`config.mk`:
```
export PLATFORM = sky130hd
export DESIGN_NAME = pci_req_router
export DESIGN_NICKNAME = d
export VERILOG_FILES = /design/src/rtl/pci_rt_pkg.sv /design/src/rtl/pci_fn_table.sv /design/src/rtl/pci_bridge_list.sv /design/src/rtl/pci_io_claim.sv /design/src/rtl/pci_req_router.sv
export SDC_FILE = /design/constraint.sdc
export NUM_CORES = 2
export LEC_CHECK = 0
export BUFFER_PORTS_ARGS = -buffer_cell sky130_fd_sc_hd__clkbuf_2
export CORE_MARGIN = 2
export CORE_UTILIZATION = 58
export CTS_BUF_LIST = sky130_fd_sc_hd__clkbuf_8
export DETAILED_ROUTE_END_ITERATION = 8
export GPL_TIMING_DRIVEN = 1
export PLACE_DENSITY = 0.73
export SYNTH_ARGS = -nofsm -noshare
export SYNTH_HDL_FRONTEND = slang
export SYNTH_SLANG_ARGS = --single-unit
```
`constraint.sdc`:
```
create_clock -name clk -period 14.5 [get_ports clk]
set_input_delay 4.35 -clock clk [delete_from_list [all_inputs] [get_ports clk]]
set_output_delay 4.35 -clock clk [all_outputs]
set_load 0.01 [all_outputs]
```
`src/rtl/pci_rt_pkg.sv`:
```
// Shared types for the PCI host request router.
// Assumes the size codes and op codes listed here are the only ones driven.
package pci_rt_pkg;

    typedef enum logic [1:0] {
        RS_OK   = 2'd0,
        RS_DUP  = 2'd1,
        RS_FULL = 2'd2,
        RS_BAD  = 2'd3
    } reg_status_e;

    typedef enum logic [1:0] {
        OP_CFG  = 2'd0,
        OP_IORD = 2'd1,
        OP_IOWR = 2'd2,
        OP_RSVD = 2'd3
    } req_op_e;

    // Byte count of an I/O size code; 0 marks the unsupported code.
    function automatic logic [2:0] size_bytes(input logic [1:0] code);
        case (code)
            2'd0:    return 3'd1;
            2'd1:    return 3'd2;
            2'd2:    return 3'd4;
            default: return 3'd0;
        endcase
    endfunction

endpackage

```
`src/rtl/pci_fn_table.sv`:
```
// Function table: append-only store of registered functions, each with an
// owner (host bus or bridge), an 8-bit {device,function} key, an I/O window
// and a 32-bit I/O data word. Keeps the multi-function flag of function 0
// of each owner/device up to date. Assumes add_en is only raised when the
// table has room and the entry is not a duplicate.
module pci_fn_table #(
    parameter int NF = 16,
    parameter int OW = 3,
    localparam int IW = $clog2(NF),
    localparam int CW = $clog2(NF + 1)
) (
    input  logic          clk,
    input  logic          rst_n,
    input  logic          add_en,
    input  logic [OW-1:0] add_owner,
    input  logic [7:0]    add_key,
    input  logic          add_io,
    input  logic [15:0]   add_base,
    input  logic [15:0]   add_limit,
    input  logic          dwr_en,
    input  logic [IW-1:0] dwr_idx,
    input  logic [3:0]    dwr_be,
    input  logic [31:0]   dwr_data,
    input  logic [OW-1:0] lk_owner,
    input  logic [7:0]    lk_key,
    output logic          lk_hit,
    output logic [IW-1:0] lk_idx,
    output logic          lk_mf,
    output logic          chk_dup,
    output logic [CW-1:0] count,
    output logic [NF-1:0] ent_io,
    output logic [15:0]   ent_base  [NF],
    output logic [15:0]   ent_limit [NF],
    output logic [31:0]   ent_data  [NF]
);

    logic [OW-1:0] ent_owner [NF];
    logic [7:0]    ent_key   [NF];
    logic [NF-1:0] ent_mf;
    logic [NF-1:0] vld;
    logic          sib_any;
    logic [IW-1:0] add_idx;

    assign add_idx = IW'(count);

    // Occupied slots, plus a scan for siblings 1..7 of an incoming function 0.
    always_comb begin
        sib_any = 1'b0;
        for (int i = 0; i < NF; i++) begin
            vld[i] = CW'(i) < count;
            if (vld[i] && ent_owner[i] == add_owner &&
                ent_key[i][7:3] == add_key[7:3] && ent_key[i][2:0] != 3'd0)
                sib_any = 1'b1;
        end
    end

    // Lookup of the requested owner/key and duplicate check of the incoming one.
    always_comb begin
        lk_hit  = 1'b0;
        lk_idx  = '0;
        chk_dup = 1'b0;
        for (int i = 0; i < NF; i++) begin
            if (!lk_hit && vld[i] && ent_owner[i] == lk_owner && ent_key[i] == lk_key) begin
                lk_hit = 1'b1;
                lk_idx = IW'(i);
            end
            if (vld[i] && ent_owner[i] == add_owner && ent_key[i] == add_key)
                chk_dup = 1'b1;
        end
        lk_mf = lk_hit && ent_mf[lk_idx];
    end

    // Entry storage, multi-function upkeep and byte-lane data writes.
    always_ff @(posedge clk) begin
        if (!rst_n) begin
            count  <= '0;
            ent_io <= '0;
            ent_mf <= '0;
            for (int i = 0; i < NF; i++) begin
                ent_owner[i] <= '0;
                ent_key[i]   <= '0;
                ent_base[i]  <= '0;
                ent_limit[i] <= '0;
                ent_data[i]  <= '0;
            end
        end else begin
            for (int i = 0; i < NF; i++) begin
                if (add_en && vld[i] && ent_owner[i] == add_owner &&
                    ent_key[i][7:3] == add_key[7:3] && ent_key[i][2:0] == 3'd0 &&
                    add_key[2:0] != 3'd0)
                    ent_mf[i] <= 1'b1;
            end
            if (dwr_en) begin
                for (int b = 0; b < 4; b++)
                    if (dwr_be[b])
                        ent_data[dwr_idx][8*b +: 8] <= dwr_data[8*b +: 8];
            end
            if (add_en) begin
                ent_owner[add_idx] <= add_owner;
                ent_key[add_idx]   <= add_key;
                ent_io[add_idx]    <= add_io;
                ent_base[add_idx]  <= add_base;
                ent_limit[add_idx] <= add_limit;
                ent_mf[add_idx]    <= (add_key[2:0] == 3'd0) && sib_any;
                count              <= count + 1'b1;
            end
        end
    end

endmodule

```
`src/rtl/pci_bridge_list.sv`:
```
// Bridge list: append-only store of secondary/subordinate bus pairs and the
// configuration routing decision. The first bridge in registration order
// that matches exactly or by range wins. Assumes NB >= 2.
module pci_bridge_list #(
    parameter int NB = 4,
    localparam int BIW = $clog2(NB),
    localparam int CW  = $clog2(NB + 1)
) (
    input  logic           clk,
    input  logic           rst_n,
    input  logic           add_en,
    input  logic [7:0]     add_sec,
    input  logic [7:0]     add_sub,
    input  logic [7:0]     rt_bus,
    output logic           rt_any,
    output logic           rt_exact,
    output logic [BIW-1:0] rt_idx,
    output logic [CW-1:0]  count
);

    logic [7:0] sec [NB];
    logic [7:0] sub [NB];

    // Priority scan over the bridges for the requested bus.
    always_comb begin
        rt_any   = 1'b0;
        rt_exact = 1'b0;
        rt_idx   = '0;
        for (int i = 0; i < NB; i++) begin
            if (!rt_any && CW'(i) < count) begin
                if (sec[i] == rt_bus) begin
                    rt_any   = 1'b1;
                    rt_exact = 1'b1;
                    rt_idx   = BIW'(i);
                end else if (sec[i] < rt_bus && sub[i] >= rt_bus) begin
                    rt_any = 1'b1;
                    rt_idx = BIW'(i);
                end
            end
        end
    end

    // Appends a bridge at the next free position.
    always_ff @(posedge clk) begin
        if (!rst_n) begin
            count <= '0;
            for (int i = 0; i < NB; i++) begin
                sec[i] <= '0;
                sub[i] <= '0;
            end
        end else if (add_en) begin
            sec[BIW'(count)] <= add_sec;
            sub[BIW'(count)] <= add_sub;
            count            <= count + 1'b1;
        end
    end

endmodule

```
`src/rtl/pci_io_claim.sv`:
```
// I/O claim arbiter: finds the earliest-registered I/O-capable function
// whose window covers every byte of the access. Pure combinational.
// Assumes disabled or unused slots have their ent_io bit clear.
module pci_io_claim #(
    parameter int NF = 16,
    localparam int IW = $clog2(NF)
) (
    input  logic [NF-1:0] ent_io,
    input  logic [15:0]   ent_base  [NF],
    input  logic [15:0]   ent_limit [NF],
    input  logic [15:0]   addr,
    input  logic [2:0]    nbytes,
    output logic          claim,
    output logic [IW-1:0] idx
);

    logic [16:0] last;

    // Window test in slot order; the first covering slot claims.
    always_comb begin
        last  = {1'b0, addr} + 17'(nbytes) - 17'd1;
        claim = 1'b0;
        idx   = '0;
        for (int i = 0; i < NF; i++) begin
            if (!claim && nbytes != 3'd0 && ent_io[i] &&
                addr >= ent_base[i] && last <= {1'b0, ent_limit[i]}) begin
                claim = 1'b1;
                idx   = IW'(i);
            end
        end
    end

endmodule

```
`src/rtl/pci_req_router.sv`:
```
// PCI host request router top. Validates registrations of bridges and
// functions. Routes configuration requests to a local function, a bridge's
// function, a forwarding bridge or no-match. Arbitrates I/O by first claim.
// Every request is answered one cycle after acceptance; req_ready is high
// whenever the block is out of reset.
module pci_req_router #(
    parameter int         NF       = 16,
    parameter int         NB       = 4,
    parameter logic [7:0] HOST_BUS = 8'd0,
    localparam int OW  = $clog2(NB + 1),
    localparam int FIW = $clog2(NF),
    localparam int BIW = $clog2(NB),
    localparam int TW  = (FIW > BIW) ? FIW : BIW,
    localparam int FCW = $clog2(NF + 1)
) (
    input  logic          clk,
    input  logic          rst_n,
    input  logic          reg_valid,
    input  logic          reg_bridge,
    input  logic [OW-1:0] reg_owner,
    input  logic [7:0]    reg_key,
    input  logic          reg_io_en,
    input  logic [15:0]   reg_io_base,
    input  logic [15:0]   reg_io_limit,
    input  logic [7:0]    reg_sec,
    input  logic [7:0]    reg_sub,
    output logic          reg_done,
    output logic [1:0]    reg_status,
    input  logic          req_valid,
    output logic          req_ready,
    input  logic [1:0]    req_op,
    input  logic [7:0]    req_bus,
    input  logic [7:0]    req_key,
    input  logic [15:0]   req_addr,
    input  logic [1:0]    req_size,
    input  logic [31:0]   req_wdata,
    output logic          rsp_valid,
    output logic          rsp_hit,
    output logic          rsp_fwd,
    output logic          rsp_err,
    output logic [TW-1:0] rsp_tgt,
    output logic          rsp_mf,
    output logic [31:0]   rsp_rdata
);
    import pci_rt_pkg::*;

    logic [FCW-1:0] fn_count;
    logic [OW-1:0]  br_count;
    logic [NF-1:0]  ent_io;
    logic [15:0]    ent_base  [NF];
    logic [15:0]    ent_limit [NF];
    logic [31:0]    ent_data  [NF];
    logic           lk_hit, lk_mf, fn_dup;
    logic [FIW-1:0] lk_idx;
    logic [OW-1:0]  lk_owner;
    logic           rt_any, rt_exact;
    logic [BIW-1:0] rt_idx;
    logic           cl_claim;
    logic [FIW-1:0] cl_idx;
    logic [2:0]     nbytes;
    logic [1:0]     off;
    logic [3:0]     wr_be;
    logic [31:0]    wr_word, rd_word;
    logic           dwr_en;
    reg_status_e    status_d;
    logic           fn_add, br_add;
    logic           hit_d, fwd_d, err_d, mf_d;
    logic [TW-1:0]  tgt_d;
    logic [31:0]    rdata_d;

    // Registration decision: invalid over duplicate over full.
    always_comb begin
        if (reg_bridge) begin
            if (reg_sec == HOST_BUS || reg_sub < reg_sec)    status_d = RS_BAD;
            else if (br_count == OW'(NB))                    status_d = RS_FULL;
            else                                             status_d = RS_OK;
        end else begin
            if (reg_owner > br_count)                        status_d = RS_BAD;
            else if (fn_dup)                                 status_d = RS_DUP;
            else if (fn_count == FCW'(NF))                   status_d = RS_FULL;
            else                                             status_d = RS_OK;
        end
        fn_add = reg_valid && !reg_bridge && status_d == RS_OK;
        br_add = reg_valid &&  reg_bridge && status_d == RS_OK;
    end

    // Owner used for the configuration lookup: host or the exact bridge.
    assign lk_owner = (req_bus == HOST_BUS) ? '0 : OW'(rt_idx) + 1'b1;

    // I/O byte-lane shaping for the claimed function's data word.
    always_comb begin
        nbytes  = size_bytes(req_size);
        off     = req_addr[1:0];
        rd_word = ent_data[cl_idx] >> (8 * off);
        wr_word = req_wdata << (8 * off);
        for (int b = 0; b < 4; b++) begin
            wr_be[b] = (3'(b) >= 3'(off)) && (3'(b) < 3'(off) + nbytes);
            if (3'(b) >= nbytes) rd_word[8*b +: 8] = 8'h00;
        end
        dwr_en = req_valid && req_op == OP_IOWR && cl_claim;
    end

    // Response outcome for the request presented this cycle.
    always_comb begin
        hit_d   = 1'b0;
        fwd_d   = 1'b0;
        err_d   = 1'b0;
        mf_d    = 1'b0;
        tgt_d   = '0;
        rdata_d = '0;
        case (req_op)
            OP_CFG: begin
                if (req_bus == HOST_BUS || (rt_any && rt_exact)) begin
                    hit_d = lk_hit;
                    err_d = !lk_hit;
                    mf_d  = lk_mf;
                    tgt_d = lk_hit ? TW'(lk_idx) : '0;
                end else if (rt_any) begin
                    fwd_d = 1'b1;
                    tgt_d = TW'(rt_idx);
                end else begin
                    err_d = 1'b1;
                end
            end
            OP_IORD, OP_IOWR: begin
                hit_d   = cl_claim;
                err_d   = !cl_claim;
                tgt_d   = cl_claim ? TW'(cl_idx) : '0;
                rdata_d = (cl_claim && req_op == OP_IORD) ? rd_word : 32'h0;
            end
            default: err_d = 1'b1;
        endcase
    end

    // Response and registration status registers.
    always_ff @(posedge clk) begin
        if (!rst_n) begin
            req_ready  <= 1'b0;
            rsp_valid  <= 1'b0;
            rsp_hit    <= 1'b0;
            rsp_fwd    <= 1'b0;
            rsp_err    <= 1'b0;
            rsp_mf     <= 1'b0;
            rsp_tgt    <= '0;
            rsp_rdata  <= '0;
            reg_done   <= 1'b0;
            reg_status <= '0;
        end else begin
            req_ready  <= 1'b1;
            rsp_valid  <= req_valid;
            rsp_hit    <= req_valid && hit_d;
            rsp_fwd    <= req_valid && fwd_d;
            rsp_err    <= req_valid && err_d;
            rsp_mf     <= req_valid && mf_d;
            rsp_tgt    <= req_valid ? tgt_d : '0;
            rsp_rdata  <= req_valid ? rdata_d : '0;
            reg_done   <= reg_valid;
            reg_status <= reg_valid ? status_d : '0;
        end
    end

    pci_fn_table #(.NF(NF), .OW(OW)) u_fn (
        .clk       (clk),
        .rst_n     (rst_n),
        .add_en    (fn_add),
        .add_owner (reg_owner),
        .add_key   (reg_key),
        .add_io    (reg_io_en),
        .add_base  (reg_io_base),
        .add_limit (reg_io_limit),
        .dwr_en    (dwr_en),
        .dwr_idx   (cl_idx),
        .dwr_be    (wr_be),
        .dwr_data  (wr_word),
        .lk_owner  (lk_owner),
        .lk_key    (req_key),
        .lk_hit    (lk_hit),
        .lk_idx    (lk_idx),
        .lk_mf     (lk_mf),
        .chk_dup   (fn_dup),
        .count     (fn_count),
        .ent_io    (ent_io),
        .ent_base  (ent_base),
        .ent_limit (ent_limit),
        .ent_data  (ent_data)
    );

    pci_bridge_list #(.NB(NB)) u_br (
        .clk      (clk),
        .rst_n    (rst_n),
        .add_en   (br_add),
        .add_sec  (reg_sec),
        .add_sub  (reg_sub),
        .rt_bus   (req_bus),
        .rt_any   (rt_any),
        .rt_exact (rt_exact),
        .rt_idx   (rt_idx),
        .count    (br_count)
    );

    pci_io_claim #(.NF(NF)) u_io (
        .ent_io    (ent_io),
        .ent_base  (ent_base),
        .ent_limit (ent_limit),
        .addr      (req_addr),
        .nbytes    (nbytes),
        .claim     (cl_claim),
        .idx       (cl_idx)
    );

endmodule

```
==> flow_metrics.env <==
export IMPL_slew_headroom=0.0951
export IMPL_finalWirelength_um=239000
export IMPL_via_count=62300
export IMPL_die_area_um2=127000
export IMPL_synthSimpleGateAreaFrac=0.162
export IMPL_synth_seq_cells=1349
export IMPL_critPathKind="input port to flop"
export IMPL_rows=129
export IMPL_yosys_top_cells_area="dfxtp_1 31%, ha_1 11%, edfxtp_1 10%, mux2i_1 6.6%, o21ai_0 4.9%"
export IMPL_syn_nets=8941
export IMPL_critPathSlowestCell="nor2b_1"
export IMPL_ys_warn_count=0
export IMPL_cts_setup_buffers=0
export IMPL_grt_ovfl_total=0
export IMPL_initial_utilization=0.584
export IMPL_ctsHoldBuffers=0
export IMPL_routedWlPerCell_um=23.8
export IMPL_mostFrequentLayoutCells="1109 x dfxtp_1, 809 x nand2_1, 699 x o21ai_0, 653 x inv_1, 620 x ha_1"
export IMPL_final_common_cell="dfxtp_1"
export IMPL_grt_pass1_wl_um=359000
export IMPL_h_tree_depth=4
export IMPL_worstHoldPathType="flop to flop"
export IMPL_gp_congestion=0.965
export IMPL_grt_max_degree=224
export IMPL_dr_first_iter_drc_count=6524
export IMPL_root_buffer="clkbuf_8"
export IMPL_cts_buffers=221
export IMPL_fin_crit_sh=0.940
export IMPL_tritoncts="built"
export IMPL_antenna_found_initial=3
export IMPL_powerDensity_nw_per_um2=109
export IMPL_fillCellCount=10200
export IMPL_critical_path_buf_inv_count=6
export IMPL_final_layout_size_suffix_gt1_frac=0.0960
export IMPL_slew_viol_final=0
export IMPL_die_h_um=357
export IMPL_muxShareOfSynthArea=0.0695
export IMPL_ys_seq_area_frac=0.408
export IMPL_synthXorXnorAreaFrac=0.0432
export IMPL_hold_viol_final=0
export IMPL_drc=0
export IMPL_leakagePower_nw=30.0
export IMPL_avgSynthCellArea_um2=8.81
export IMPL_cts_buffer_depth=3
export IMPL_fin_nets=8998
export IMPL_synth_compound_area_frac=0.148
export IMPL_synth_edf_count=240
export IMPL_post_cts_resized=0
export IMPL_setup_tns_ns=0
export IMPL_clock_latency_ns=1.02
export IMPL_portBuffers=177
export IMPL_slowest_delay_ns=0.89
export IMPL_syn_to_final_growth_pct=9.93
export IMPL_vias_per_cell=6.20
export IMPL_yosys_area_share_adder=0.108
export IMPL_cts_reportedPaths_clkPinSlew_ns=0.07
export IMPL_peakVddDrop_mv=0.108
export IMPL_fp_dieW_um=357
export IMPL_cp_max_fo=10
export IMPL_ant_nets=0
export IMPL_synth_cell_type_count=88
export IMPL_core_area_um2=123000
export IMPL_grtUsageTotal=0.369
export IMPL_io_pins=178
export IMPL_ys_async_sr_fraction=0
export IMPL_setup_viol=0
export IMPL_arrival_ns=14.46
export IMPL_max_cap_violations=0
export IMPL_netlist_area_leader_share=0.308
export IMPL_synthCells=8185
export IMPL_rsz0062_at_grt="false"
export IMPL_synth_top_area_cell="dfxtp_1"
export IMPL_clock_skew_final_ns=0.0716
export IMPL_cp_required_ns=15.33
export IMPL_endpoint_kind="flop"
export IMPL_min_period_ns=13.63
export IMPL_fmax_ghz=0.0734
export IMPL_critPathLaunchType="input port"
export IMPL_synth_top_family_by_area="simple AND/OR/NAND/NOR gates"
export IMPL_crit_family="compound AO/OA/AOI/OAI gates"
export IMPL_pre_cts_slack_ns=0.231
export IMPL_grt_pass1_vias=59500
export IMPL_crit_top_cell="o21ai_0"
export IMPL_fin_ws_ns=0.868
export IMPL_drtPass1Iterations=6
export IMPL_dp_final_hpwl_um=159000
export IMPL_synthesis_area_um2=72100
export IMPL_worstMarginPinSlew_ns=1.35
export IMPL_synth_ff_type="dfxtp_1"
export IMPL_status="finished clean"
export IMPL_clock_sinks=1349
## final timing paths
check	start	end	slack, ns	depth (start not counted)
max	req_size[1]	u_fn.ent_data[417]$_SDFFE_PN0P_	0.87	39
min	u_fn.ent_data[111]$_SDFFE_PN0P_	u_fn.ent_data[111]$_SDFFE_PN0P_	0.45	2
max reg2reg	u_br.sec[0][5]$_SDFFCE_PN0P_	rsp_mf$_SDFF_PN0_	6.73	23
min reg2reg	u_fn.ent_data[111]$_SDFFE_PN0P_	u_fn.ent_data[111]$_SDFFE_PN0P_	0.45	2
## through the flow
stage / hold WS (ns) / power [mW] / utilization / instances / area [µm²]
after global routing: 0.485 / 8.87 / 0.642 / 10100 / 79300
after CTS: 0.455 / 8.59 / 0.642 / 10100 / 79300
after floorplan: 0.424 / 4.61 / - / 8185 / 72100
after global placement: 0.439 / 5.00 / 0.603 / 9656 / 74500
final: 0.453 / 8.61 / 0.642 / 10100 / 79300
after detailed placement: 0.447 / 5.04 / 0.603 / 9656 / 74500
## layer usage
| metal | global-route usage | routed length (µm) | vias up | part of all wire |
|---|---|---|---|---|
| li1 | - | - | 28600 | - |
| met1 | 0.480 | 95300 | 29600 | 0.40 |
| met2 | 0.573 | 105000 | 3336 | 0.44 |
| met3 | 0.0731 | 24800 | 825 | 0.10 |
| met4 | 0.208 | 14800 | 0 | 0.062 |
| met5 | 0 | 0 | - | 0 |
## Yosys cell counts (all sizes together), types with 214 or more instances
library cell	n
clkbuf	367
ha	621
mux2i	472
dfxtp	1109
nor2	651
edfxtp	240
nand2	811
and2	240
inv	600
a21oi	399
nor3	214
o21ai	711
## registers in the layout, summed over array words and instances, names as in the netlist, 3 cells and up
register        flops
u_fn.ent_data     512
u_fn.ent_base     256
u_fn.ent_limit    256
u_fn.ent_key      128
u_fn.ent_owner     48
rsp_rdata          32
u_br.sec           32
u_br.sub           32
u_fn.ent_io        16
u_fn.ent_mf        16
u_fn.count          5
rsp_tgt             4
u_br.count          3
## kinds of logic after synthesis
| group | after synthesis |
|---|---|
| adders and majority gates | 623 |
| xor gates and xnor gates | 356 |
| and+or+nand+nor | 2476 |
| muxes | 497 |
| DFF | 1349 |
| AOI/OAI and AO/OA | 1770 |
| buffers and inverters | 1114 |
## cell type report
class | count | area, µm² | share of cell area
multi-input cells | 5722 | 38500 | 0.486
well taps | 1637 | 2050 | 0.0258
inverters | 604 | 2270 | 0.0287
repair buffers | 344 | 2200 | 0.0278
clock inverters | 118 | 907 | 0.0114
clock buffers | 282 | 3880 | 0.0490
flip-flops and latches | 1349 | 29400 | 0.371
diodes | 2 | 5.00 | 0.0000631
## where the power goes
| group | leakage [nW] | switching, mW | internal (mW) |
|---|---|---|---|
| Sequential | 11.4 | 0.0256 | 3.84 |
| Clock | 2.66 | 1.66 | 1.95 |
| Combinational | 15.9 | 0.754 | 0.374 |
| Total | 30.0 | 2.44 | 6.17 |
## tightest hold or removal path, cell delays in order, from the launching register on
cell and delay (ns):
dfxtp_1 0.31, nand2_1 0.05, a21oi_1 0.05
Note: power is estimated with default switching activity, not from simulation.
